===== src/rtl/softstart_seq.sv =====
module softstart_seq #(
  parameter int CODE_W      = 12,
  parameter int CHECK_TICKS = 16,
  parameter int SYNC_CODE   = 3040,
  parameter int REG_CODE    = 3200,
  parameter int LATCH_CODE  = 4000
) (
  input  logic              clk,
  input  logic              rst_n,
  input  logic              bias_ok,
  input  logic              en,
  input  logic              tick,
  input  logic              fb_open,
  input  logic              fb_short,
  input  logic              fault_in,
  output logic [CODE_W-1:0] ramp_code,
  output logic              in_reg,
  output logic              sync_ok,
  output logic              fb_uv_fault,
  output logic              latch_en,
  output logic              fb_short_lock
);

  localparam int CHK_W = $clog2(CHECK_TICKS + 1);
  localparam logic [CODE_W-1:0] TOP  = CODE_W'(LATCH_CODE);
  localparam logic [CODE_W-1:0] LAST = CODE_W'(LATCH_CODE - 1);
  localparam logic [CHK_W-1:0]  CHK_LAST = CHK_W'(CHECK_TICKS - 1);

  typedef enum logic [2:0] {
    S_IDLE, S_CHECK, S_RAMP, S_DONE, S_BLOCK, S_HALT
  } state_t;

  state_t            st;
  logic [CODE_W-1:0] ramp;
  logic [CHK_W-1:0]  chk;
  logic              open_seen;
  logic              go;

  assign go = bias_ok & en;

  always_ff @(posedge clk or negedge rst_n) begin
    if (!rst_n) begin
      st        <= S_IDLE;
      ramp      <= '0;
      chk       <= '0;
      open_seen <= 1'b0;
    end else if (!go) begin
      st        <= S_IDLE;
      ramp      <= '0;
      chk       <= '0;
      open_seen <= 1'b0;
    end else if (fault_in) begin
      st   <= S_HALT;
      ramp <= '0;
      chk  <= '0;
    end else begin
      case (st)
        S_IDLE: begin
          st        <= S_CHECK;
          chk       <= '0;
          open_seen <= 1'b0;
        end
        S_CHECK: begin
          if (fb_short) begin
            st <= S_BLOCK;
          end else begin
            if (fb_open) open_seen <= 1'b1;
            if (tick) begin
              if (chk == CHK_LAST) begin
                st  <= S_RAMP;
                chk <= '0;
              end else begin
                chk <= chk + 1'b1;
              end
            end
          end
        end
        S_RAMP: begin
          if (tick) begin
            ramp <= ramp + 1'b1;
            if (ramp == LAST) st <= S_DONE;
          end
        end
        default: ;
      endcase
    end
  end

  assign ramp_code     = ramp;
  assign in_reg        = ramp >= CODE_W'(REG_CODE);
  assign sync_ok       = ramp >= CODE_W'(SYNC_CODE);
  assign latch_en      = ramp == TOP;
  assign fb_uv_fault   = open_seen & latch_en;
  assign fb_short_lock = st == S_BLOCK;


  ramp_step_chk: assert property (@(posedge clk) disable iff (!rst_n)
    (ramp_code > $past(ramp_code)) |-> (ramp_code == $past(ramp_code) + 1'b1) && $past(tick));


  ramp_cap_chk: assert property (@(posedge clk) disable iff (!rst_n)
    ramp_code <= TOP);


  sync_before_reg_chk: assert property (@(posedge clk) disable iff (!rst_n)
    in_reg |-> sync_ok);


  short_hold_chk: assert property (@(posedge clk) disable iff (!rst_n)
    fb_short_lock |-> ramp_code == '0);


  uv_with_latch_chk: assert property (@(posedge clk) disable iff (!rst_n)
    fb_uv_fault |-> latch_en);


  drop_clear_chk: assert property (@(posedge clk) disable iff (!rst_n)
    !(bias_ok && en) |=> (ramp_code == '0) && !fb_short_lock);


  fault_clear_chk: assert property (@(posedge clk) disable iff (!rst_n)
    (fault_in && bias_ok && en) |=> ramp_code == '0);

endmodule


===== config.mk =====
export PLATFORM = sky130hd
export DESIGN_NAME = softstart_seq
export DESIGN_NICKNAME = d
export VERILOG_FILES = /design/src/rtl/softstart_seq.sv
export SDC_FILE = /design/constraint.sdc
export NUM_CORES = 1
export LEC_CHECK = 0
export BUFFER_PORTS_ARGS = -buffer_cell sky130_fd_sc_hd__clkbuf_2
export CORE_ASPECT_RATIO = 0.7
export CORE_MARGIN = 5
export CORE_UTILIZATION = 58
export CTS_BUF_LIST = sky130_fd_sc_hd__clkbuf_8 sky130_fd_sc_hd__clkbuf_16
export CTS_CLUSTER_DIAMETER = 200
export DETAILED_ROUTE_END_ITERATION = 6
export GPL_ROUTABILITY_DRIVEN = 0
export PLACE_DENSITY_LB_ADDON = 0.3
export SLEW_MARGIN = 20
export SYNTH_ARGS = -nofsm -noshare
export SYNTH_HDL_FRONTEND = slang
export SYNTH_SLANG_ARGS = --single-unit

===== constraint.sdc =====
create_clock -name clk -period 2.63 [get_ports clk]
set_input_delay 0.526 -clock clk [delete_from_list [all_inputs] [get_ports clk]]
set_output_delay 0.526 -clock clk [all_outputs]
set_load 0.02 [all_outputs]

==> results.ini <==
[sta]
setup_viol = 0
rsz0062_at_grt = no
fin_tns_setup_ns = 0
period_share_pct = 85.2
max_freq_mhz = 446
hold_viol_final = 0
drv_slew = 0
min_period_ns = 2.24
timing.slew.headroom_pct = 64.9
tightest_slew_ns = 0.522
skew_ns = 0.000679

[synthesis]
syn_nets = 149
synth-edff-count = 0
synth_cells = 138
async_reset_ff_share_pct = 100
synth_top_flop_cell = dfrtp_1
ys_ff_latch = 21
synth_cell_types = 44
synth_top_area_share_pct = 41.3
avgSynthCellArea_um2 = 9.23
netlist_top_cells_area = dfrtp_1 (41%), nor2_1 (4.7%), nand2_1 (4.1%), xnor2_1 (4.1%), a2111oi_2 (3.5%)
yosys.area.top_type = dfrtp_1
synth_area_um2 = 1270
yosysWarnings = 0
synth_seq_area_share_pct = 41.3

[drt]
vias_per_cell = 5.92
drc = 0
dr_total_vias = 1154
ant_nets = 0
wl_met3_um = 242
wl_um = 3000
wl_per_cell_um = 15.4
wl_met1_um = 1380
firstDrtPassIters = 4
highest_layer = met4
drt_iter0_markers = 77
wl_met2_um = 1300

[floorplanning]
core_um2 = 2120
rows = 14
fp.dieW_um = 66.0
start_util_pct = 60.1
ios = 25
die_h_um = 49.2
die_area_um2 = 3250

[clock_tree]
clockBufferDepth = 2
post_cts_buffers = 0
cts_tree = yes
cts_made_buffers = 3
clockRootBuffer = clkbuf_8
clkTransAtPathRegs_ns = 0.07
h-tree-depth = 1
cts_resized = 0
hold_buffers = 0
cts.sinks = 21
worstSkewPairLatency_ns = 0.26

[finish]
n_antenna_cell = 0
seq_area_um2 = 526
multi_input_area_um2 = 692
fillers = 174
final_nets = 175
drive_gt1_share_pct = 22.7
final_cells = 195
area_growth_pct = 15.2

[placed_design]
dp_hpwl_um = 2190
dp.cells = 191
port-buffer-count = 24

[pwr]
leakage_uw = 0.000610
internal-power_uw = 445
p_sw_uw = 143
p_per_area_nw_per_um2 = 401
swShare_pct = 24.4
p_seq_share_pct = 56.2
clock_power_share_pct = 36.0
comb_power_share_pct = 7.8
peakVddDrop_mv = 0.335

[global_routing]
grt_pass1_vias = 1081
grtUsageTotal_pct = 20.5
grt-ovfl-total = 0
antenna_found_initial = 0
grt_pass1_wl_um = 5130
grt_max_degree = 22

[run_status]
status = finished, final reports clean

[critical_path]
worstPathRequired_ns = 2.10
cp-start-kind = flip-flop
endpoint_kind = output port
worstPathArrival_ns = 1.71
worstPathMaxFanout = 6
critical_path_class = reg2out

[flow_run]
drv_cap = 0

[min_path]
hp-class = in2async

-- routing by layer --
metal  vias up  GRT usage (%)
met2        51           29.8
li1        548              -
met3        12           4.84
met1       543           29.1
met5         -              0
met4         0           8.11
-- registers in the layout, summed over array words and instances (netlist names) --
name	cells
st	3
chk	5
ramp_code	12
open_seen	1
-- kinds of logic (layout without fill, tap and decap cells) --
family	after synthesis	count (layout)	share of synthesized area, %
AND/OR/NAND/NOR	64	64	27.2
AO/OA/AOI/OAI	28	28	17.9
flip-flops	21	21	41.3
buffers and inverters	13	38	4.42
XOR/XNOR	8	8	5.50
adder cells (fa/ha/maj)	3	3	2.95
multiplexers	1	1	0.786
-- synth_stat cells (2+ instances only) --
cell	instances
a2111oi_2	3
a21oi_1	6
clkbuf_1	4
dfrtp_1	21
ha_1	3
inv_1	8
nand2_1	14
nand2b_1	3
nand3_1	5
nand3b_1	2
nand4_1	3
nor2_1	16
nor3_1	6
nor4_1	2
o211ai_1	3
o21ai_0	3
o21ai_1	2
or4_1	2
xnor2_1	6
xor2_1	2
-- worst max-delay path, stage by stage (launching register included) --
cell and delay, ns:
dfrtp_1 0.45, nor4b_1 0.31, nand2_1 0.10, nor4_1 0.26, and2_1 0.17, clkbuf_2 0.16
-- layout make-up --
class,instances,area share [%]
flip-flops and latches,21,35.8
inverters,8,2.05
multi-input cells,104,47.1
well taps,32,2.73
repair buffers,26,9.21
clock inverters,1,0.256
clock buffers,3,2.81
-- through the flow --
stage / power, µW / utilization [%] / instance area (µm²) / setup WS (ns) / hold slack, ns
3_5_place_dp: 382 / 67.1 / 1420 / 0.672 / 0.523
4_1_cts: 592 / 69.2 / 1470 / 0.371 / 0.238
3_3_place_gp: 380 / 67.1 / 1420 / 0.747 / 0.509
5_1_grt: 614 / 69.2 / 1470 / 0.211 / 0.270
2_1_floorplan: 360 / - / 1270 / 0.127 / 0.230
6_report: 589 / 69.2 / 1470 / 0.389 / 0.224
-- cell usage in the layout (no fill, tap or decap), types with 3 or more instances in the layout --
cell / Yosys / layout
nand2b_1: 3 / 3
clkbuf_2: 0 / 24
o211ai_1: 3 / 3
nand4_1: 3 / 3
ha_1: 3 / 3
a2111oi_2: 3 / 3
nand3_1: 5 / 5
nor3_1: 6 / 6
a21oi_1: 6 / 6
xnor2_1: 6 / 6
inv_1: 8 / 9
nor2_1: 16 / 16
dfrtp_1: 21 / 21
clkbuf_8: 0 / 3
nand2_1: 14 / 14
o21ai_0: 3 / 3
-- power by group through the flow --
stage | clock [µW] | sequential, µW | combinational, µW
after CTS | 216 | 331 | 45.7
after global routing | 231 | 331 | 51.3
after global placement | 0 | 337 | 43.0
final | 212 | 331 | 46.0
after floorplan | 0 | 334 | 26.6
after detailed placement | 0 | 337 | 44.9
-- final timing paths --
kind	from	endpoint	slack, ns	depth (start not counted)
max	ramp_code[4]	fb_uv_fault	0.39	5
min	rst_n	ramp_code[5]	0.22	1
max reg2reg	ramp_code[0]	st[0]	0.83	5
min reg2reg	chk[4]	chk[4]	0.53	1
max in group asynchronous	rst_n	ramp_code[9]	2.06	1
min in group clk	chk[4]	chk[4]	0.53	1
(Power assumes the default switching activity.)
